$ cat src/rtl/burst_seq_pkg.sv
package burst_seq_pkg;

    typedef enum logic [1:0] {
        SQ_IDLE  = 2'd0,
        SQ_ISSUE = 2'd1,
        SQ_DRAIN = 2'd2
    } sq_state_e;

    typedef struct packed {
        logic valid;
        logic fail;
    } beat_tag_t;

    localparam logic [31:0] BLANK_WORD = 32'hFFFF_FFFF;

endpackage

$ cat src/rtl/burst_cmd_check.sv
module burst_cmd_check #(
    parameter int MAX_BURST = 128,
    parameter int WRAP_N    = 4,
    parameter int LENW      = 8
) (
    input  logic [LENW-1:0] len_i,
    input  logic            wrap_i,
    output logic            legal_o
);
    localparam logic [LENW-1:0] MAX_L  = LENW'(MAX_BURST);
    localparam logic [LENW-1:0] WRAP_L = LENW'(WRAP_N);

    logic inc_ok;
    logic wrp_ok;

    always_comb begin
        inc_ok  = (len_i != '0) && (len_i <= MAX_L);
        wrp_ok  = (len_i == WRAP_L);
        legal_o = wrap_i ? wrp_ok : inc_ok;
    end

endmodule

$ cat src/rtl/burst_addr_gen.sv
module burst_addr_gen #(
    parameter int AW     = 8,
    parameter int WRAP_N = 4
) (
    input  logic [AW:0] cur_i,
    input  logic        wrap_i,
    output logic [AW:0] nxt_o
);
    localparam int WB = $clog2(WRAP_N);

    logic [AW:0] inc_nxt;
    logic [AW:0] wrp_nxt;

    always_comb inc_nxt = cur_i + (AW+1)'(1);

    generate
        if (WB > 0) begin : g_group
            always_comb wrp_nxt = {cur_i[AW:WB], cur_i[WB-1:0] + WB'(1)};
        end else begin : g_single
            always_comb wrp_nxt = cur_i;
        end
    endgenerate

    always_comb nxt_o = wrap_i ? wrp_nxt : inc_nxt;

endmodule

$ cat src/rtl/beat_tag_pipe.sv
module beat_tag_pipe
    import burst_seq_pkg::*;
#(
    parameter int LAT = 2
) (
    input  logic      clk,
    input  logic      rst_n,
    input  beat_tag_t tag_i,
    output beat_tag_t tag_o
);
    beat_tag_t stage_d [LAT];
    beat_tag_t stage_q [LAT];

    generate
        for (genvar i = 0; i < LAT; i++) begin : g_stage
            if (i == 0) begin : g_head
                always_comb stage_d[i] = tag_i;
            end else begin : g_body
                always_comb stage_d[i] = stage_q[i-1];
            end
            always_ff @(posedge clk) begin
                if (!rst_n) stage_q[i] <= '0;
                else        stage_q[i] <= stage_d[i];
            end
        end
    endgenerate

    assign tag_o = stage_q[LAT-1];

endmodule

$ cat src/rtl/burst_rd_seq.sv
module burst_rd_seq
    import burst_seq_pkg::*;
#(
    parameter int AW        = 8,
    parameter int NUM_WORDS = 200,
    parameter int MAX_BURST = 128,
    parameter int WRAP_N    = 4,
    parameter int LAT       = 2,
    parameter int LENW      = $clog2(MAX_BURST) + 1
) (
    input  logic            clk,
    input  logic            rst_n,
    input  logic            rd_req,
    input  logic [AW-1:0]   rd_addr,
    input  logic [LENW-1:0] rd_len,
    input  logic            rd_wrap,
    output logic            wait_o,
    output logic            rvalid_o,
    output logic [31:0]     rdata_o,
    output logic            rfail_o,
    output logic            mem_en_o,
    output logic [AW-1:0]   mem_addr_o,
    input  logic [31:0]     mem_rdata_i
);
    localparam int           WB    = $clog2(WRAP_N);
    localparam int           LATW  = $clog2(LAT + 1);
    localparam logic [AW:0]  LIMIT = (AW+1)'(NUM_WORDS);

    typedef struct packed {
        sq_state_e       st;
        logic [AW:0]     cur;
        logic [AW:0]     base;
        logic            wrap;
        logic            err;
        logic [LENW-1:0] left;
        logic [LATW-1:0] drn;
    } seq_s;

    seq_s q, d;

    logic        legal;
    logic        accept;
    logic        beat_fail;
    logic [AW:0] nxt_addr;
    beat_tag_t   tag_in;
    beat_tag_t   tag_out;

    burst_cmd_check #(
        .MAX_BURST (MAX_BURST),
        .WRAP_N    (WRAP_N),
        .LENW      (LENW)
    ) u_chk (
        .len_i   (rd_len),
        .wrap_i  (rd_wrap),
        .legal_o (legal)
    );

    burst_addr_gen #(
        .AW     (AW),
        .WRAP_N (WRAP_N)
    ) u_agen (
        .cur_i  (q.cur),
        .wrap_i (q.wrap),
        .nxt_o  (nxt_addr)
    );

    beat_tag_pipe #(
        .LAT (LAT)
    ) u_pipe (
        .clk   (clk),
        .rst_n (rst_n),
        .tag_i (tag_in),
        .tag_o (tag_out)
    );

    always_comb begin
        d         = q;
        accept    = (q.st == SQ_IDLE) && rd_req;
        beat_fail = q.err || (q.cur >= LIMIT);
        tag_in    = '0;

        case (q.st)
            SQ_IDLE: begin
                if (accept) begin
                    d.st   = SQ_ISSUE;
                    d.cur  = {1'b0, rd_addr};
                    d.base = {1'b0, rd_addr};
                    d.wrap = rd_wrap;
                    d.err  = !legal;
                    d.left = legal ? rd_len : LENW'(1);
                end
            end
            SQ_ISSUE: begin
                tag_in.valid = 1'b1;
                tag_in.fail  = beat_fail;
                d.cur        = nxt_addr;
                d.left       = q.left - LENW'(1);
                if (q.left == LENW'(1)) begin
                    d.st  = SQ_DRAIN;
                    d.drn = LATW'(LAT);
                end
            end
            SQ_DRAIN: begin
                d.drn = q.drn - LATW'(1);
                if (q.drn == LATW'(1)) begin
                    d.st = SQ_IDLE;
                end
            end
            default: d.st = SQ_IDLE;
        endcase
    end

    always_ff @(posedge clk) begin
        if (!rst_n) q <= '0;
        else        q <= d;
    end

    always_comb begin
        wait_o     = (q.st != SQ_IDLE);
        mem_en_o   = (q.st == SQ_ISSUE) && !beat_fail;
        mem_addr_o = q.cur[AW-1:0];
        rvalid_o   = tag_out.valid;
        rfail_o    = tag_out.valid && tag_out.fail;
        if (!tag_out.valid)    rdata_o = '0;
        else if (tag_out.fail) rdata_o = BLANK_WORD;
        else                   rdata_o = mem_rdata_i;
    end

    AST_BEAT_WHILE_BUSY: assert property (@(posedge clk) disable iff (!rst_n)
        rvalid_o |-> wait_o);

    AST_IDLE_NO_FETCH: assert property (@(posedge clk) disable iff (!rst_n)
        !wait_o |-> !mem_en_o);

    AST_FETCH_IN_RANGE: assert property (@(posedge clk) disable iff (!rst_n)
        mem_en_o |-> ({1'b0, mem_addr_o} < LIMIT));

    AST_WRAP_IN_GROUP: assert property (@(posedge clk) disable iff (!rst_n)
        (q.st == SQ_ISSUE && q.wrap) |-> (q.cur[AW:WB] == q.base[AW:WB]));

    AST_INC_STEP: assert property (@(posedge clk) disable iff (!rst_n)
        (q.st == SQ_ISSUE && !q.wrap && $past(q.st == SQ_ISSUE))
            |-> (q.cur == $past(q.cur) + (AW+1)'(1)));

    AST_ERR_SINGLE_BEAT: assert property (@(posedge clk) disable iff (!rst_n)
        (q.st == SQ_ISSUE && q.err) |-> (q.left == LENW'(1)));

endmodule

$ cat config.mk
export PLATFORM = sky130hd
export DESIGN_NAME = burst_rd_seq
export DESIGN_NICKNAME = d
export VERILOG_FILES = /design/src/rtl/burst_seq_pkg.sv /design/src/rtl/burst_cmd_check.sv /design/src/rtl/burst_addr_gen.sv /design/src/rtl/beat_tag_pipe.sv /design/src/rtl/burst_rd_seq.sv
export SDC_FILE = /design/constraint.sdc
export NUM_CORES = 1
export LEC_CHECK = 0
export CAP_MARGIN = 0
export CORE_MARGIN = 4
export CORE_UTILIZATION = 30
export DETAILED_ROUTE_END_ITERATION = 8
export HOLD_SLACK_MARGIN = 0.08
export SYNTH_ARGS = -nofsm -noshare
export SYNTH_HDL_FRONTEND = slang
export SYNTH_SLANG_ARGS = --single-unit
$ cat constraint.sdc
create_clock -name clk -period 2.4 [get_ports clk]
set_clock_uncertainty 0.05 [all_clocks]
set_input_delay 0.48 -clock clk [delete_from_list [all_inputs] [get_ports clk]]
set_output_delay 0.48 -clock clk [all_outputs]
set_load 0.005 [all_outputs]
==> flow_summary.json <==
{
  "finalCriticalPeriod_ns": 2.18,
  "die_x_um": 84.1,
  "syn-cell-area_um2": 1740,
  "timing.rr.end": "q[29]",
  "final_hold_viol_count": 0,
  "worstSetupPathType": "reg -> out",
  "core.rowCount": 27,
  "arrival_ns": 1.65,
  "netlist_instances": 219,
  "grt_pass1_vias": 1770,
  "grt_max_degree": 35,
  "drt_iter0_markers": 29,
  "grt_pass1_wl_um": 8430,
  "clkSinkCount": 27,
  "path_clk_slew_ns": 0.09,
  "cts_resized": 0,
  "netSwitchingFraction_pct": 29.7,
  "cp_max_fo": 7,
  "critPathSlowestCell": "clkdlybuf4s50_1",
  "syn_avg_cell_area_um2": 7.94,
  "drt-total-wl_um": 5200,
  "hold_end": "u_pipe.stage_q[1][0]",
  "ys_seq_elements": 27,
  "fin_setup_tns_ns": 0,
  "gr-total-overflow": 0,
  "crit_path_start": "mem_addr_o[4]",
  "required_ns": 1.87,
  "p_sw_w": 0.000353,
  "route.detailed.drc": 0,
  "max_stage_delay_ns": 0.52,
  "cp_top_family": "buffers and inverters",
  "critPathCaptureType": "output pin",
  "viasPerCell": 5.01,
  "r2r_start": "q[30]",
  "ant_nets": 0,
  "dp_hpwl_um": 3940,
  "finalMaxSlewViolations": 0,
  "r2r_cells": 4,
  "core-area_um2": 5570,
  "status": "complete, no violations",
  "powerDensity_nw_per_um2": 431,
  "crit_path_start_kind": "register",
  "p_seq_share_pct": 45.2,
  "gp_congestion": 0.785,
  "finalCritPeriodShare_pct": 90.8,
  "p_int_w": 0.000837,
  "wl_per_cell_um": 13.9,
  "hold_path_depth": 1,
  "hp-class": "reg -> reg",
  "worstHoldStart": "u_pipe.stage_q[0][0]",
  "clock-root-buffer": "clkbuf_8",
  "post_cts_buffers": 0,
  "cts-buffers-inserted": 3,
  "rsz0062_at_grt": "no",
  "diodes": 0,
  "critPathBufInv": 1,
  "htreeDepth": 1,
  "crit_path_cell_trace": "nor3_1 -> o21ai_0 -> nor2_1 -> clkdlybuf4s50_1",
  "nets": 361,
  "synthToLayoutAreaGrowth_pct": 59.0,
  "cts.path.max_buffers": 2,
  "postCtsHoldBufs": 0,
  "grt_usage_pct": 14.1,
  "tritoncts": "done",
  "fill_cells": 542,
  "portBuffers": 95,
  "power_frac_comb_pct": 32.8,
  "antenna_found_initial": 0,
  "drv_cap": 0,
  "clock.fmax_mhz": 459,
  "num_vias": 1880,
  "synth_warnings": 0,
  "p_leak_nw": 1.00,
  "p_clk_share_pct": 22.1,
  "p_total_w": 0.00119,
  "drive_above_1_share_pct": 4.95,
  "start_util_pct": 31.2,
  "r2r_slack_ns": 0.48,
  "worstMarginPinSlew_ns": 0.534,
  "dieArea_um2": 7070,
  "synth_nets": 276,
  "ys_seq_area_share_pct": 31.1,
  "ir_worst_vdd_mv": 0.211,
  "clkLatencyLatePin_ns": 0.27,
  "relSlewSlack_pct": 64.3,
  "die_h_um": 84.1,
  "ios": 96,
  "synth.distinct_cells": 42,
  "setup_viol": 0,
  "firstDrtPassIters": 4
}
## logic make-up (layout without fill, tap and decap cells)
logic type,Yosys count,in the layout,synth area share [%]
adders and majority gates,5,5,3.60
buffers and inverters,30,114,8.28
AOI/OAI and AO/OA,80,80,31.9
DFF,27,27,31.1
and+or+nand+nor,71,71,21.5
muxes,6,6,3.60
## Yosys cell counts (all sizes together)
library cell  number  area, um2
or4                1       7.51
or3b               2       17.5
o21ai              9       45.0
a21o               1       7.51
buf                9       65.1
dfxtp             27        541
mux2               2       22.5
nor3               5       25.0
ha                 5       62.6
a211o              1       8.76
a21oi             17       85.1
a221oi             1       8.76
o21bai             1       7.51
nor2              14       52.6
nor4b              1       8.76
o21a              33        248
inv                8       30.0
clkbuf            13       48.8
nand4              2       12.5
nor2b              1       6.26
nand4b             1       8.76
nand4bb            1       11.3
nand3              8       40.0
and3               2       12.5
a311oi             1       15.0
nor3b              2       15.0
o211ai             2       15.0
and2               6       37.5
a31oi              2       12.5
nor4               5       31.3
nand2             15       56.3
mux2i              4       40.0
a22o               6       52.6
nand2b             2       12.5
a32oi              1       8.76
o311a              1       10.0
a22oi              2       15.0
o31ai              2       15.0
or2                3       18.8
## how the worst max path moves through the flow
stage / slack, ns / depth (start not counted) / endpoint
floorplan: 0.65 / 4 / q[3]
global placement: 0.11 / 5 / q[7]
detailed placement: 0.02 / 5 / q[6]
CTS: 0.15 / 4 / mem_en_o
global route: 0.09 / 5 / q[3]
finish: 0.22 / 4 / mem_en_o
## stage by stage
step	util (%)	hold WS (ns)	instances	cell area, um2	setup WS [ns]
2_1_floorplan	-	0.362	219	1740	0.654
3_3_place_gp	48.8	0.366	371	2720	0.110
3_5_place_dp	48.8	0.368	371	2720	0.0160
4_1_cts	49.6	0.389	375	2760	0.146
5_1_grt	49.6	0.418	375	2760	0.0888
6_report	49.6	0.388	375	2760	0.221
## cells in the final DEF (no fill, tap or decap), types with 2 or more instances in the layout
cell type / synthesis / routed
clkdlybuf4s50_1: 0 / 95
o31ai_1: 2 / 2
nand2_1: 15 / 15
nor3b_1: 2 / 2
ha_1: 5 / 5
o211ai_1: 2 / 2
and3_1: 2 / 2
a22o_1: 6 / 6
or2_2: 2 / 2
a31oi_1: 2 / 2
nand3_1: 8 / 8
o21a_1: 33 / 33
and2_1: 6 / 6
clkbuf_8: 0 / 3
nor4_1: 5 / 5
nor2_1: 14 / 14
mux2i_1: 4 / 4
nor3_1: 5 / 5
or3b_1: 2 / 2
nand4_1: 2 / 2
mux2_2: 2 / 2
dfxtp_1: 27 / 27
a21oi_1: 17 / 17
o21ai_0: 5 / 5
buf_4: 8 / 7
o21ai_1: 4 / 4
inv_1: 8 / 8
a22oi_1: 2 / 2
nand2b_1: 2 / 2
## per-layer routing
| metal | vias to the layer above | part of all wire (%) | GRT usage (%) |
|---|---|---|---|
| met5 | - | 0 | 0 |
| met3 | 6 | 8.9 | 3.65 |
| li1 | 956 | - | - |
| met2 | 86 | 43 | 22.3 |
| met4 | 0 | 0.88 | 4.09 |
| met1 | 832 | 48 | 18.9 |
## power by group through the flow
| stage | combinational (W) | clock [W] | sequential (W) |
|---|---|---|---|
| global placement | 0.000391 | 0 | 0.000547 |
| detailed placement | 0.000393 | 0 | 0.000547 |
| finish | 0.000390 | 0.000263 | 0.000538 |
| floorplan | 0.000213 | 0 | 0.000533 |
| CTS | 0.000394 | 0.000277 | 0.000537 |
| global route | 0.000435 | 0.000301 | 0.000545 |
## sequential cells by signal, indices dropped and copies added (netlist names)
register        flops
q                  15
mem_addr_o          8
u_pipe.stage_q      4
## area by class of cell
type                    count  area, um2  area share (%)
repair buffers            102       1000            36.3
clock buffers               4       45.0            1.63
inverters                   8       30.0            1.09
flip-flops and latches     27        541            19.6
multi-input cells         162       1050            38.1
well taps                  72       90.1            3.26
No activity file was read; power rests on OpenSTA's default activity.
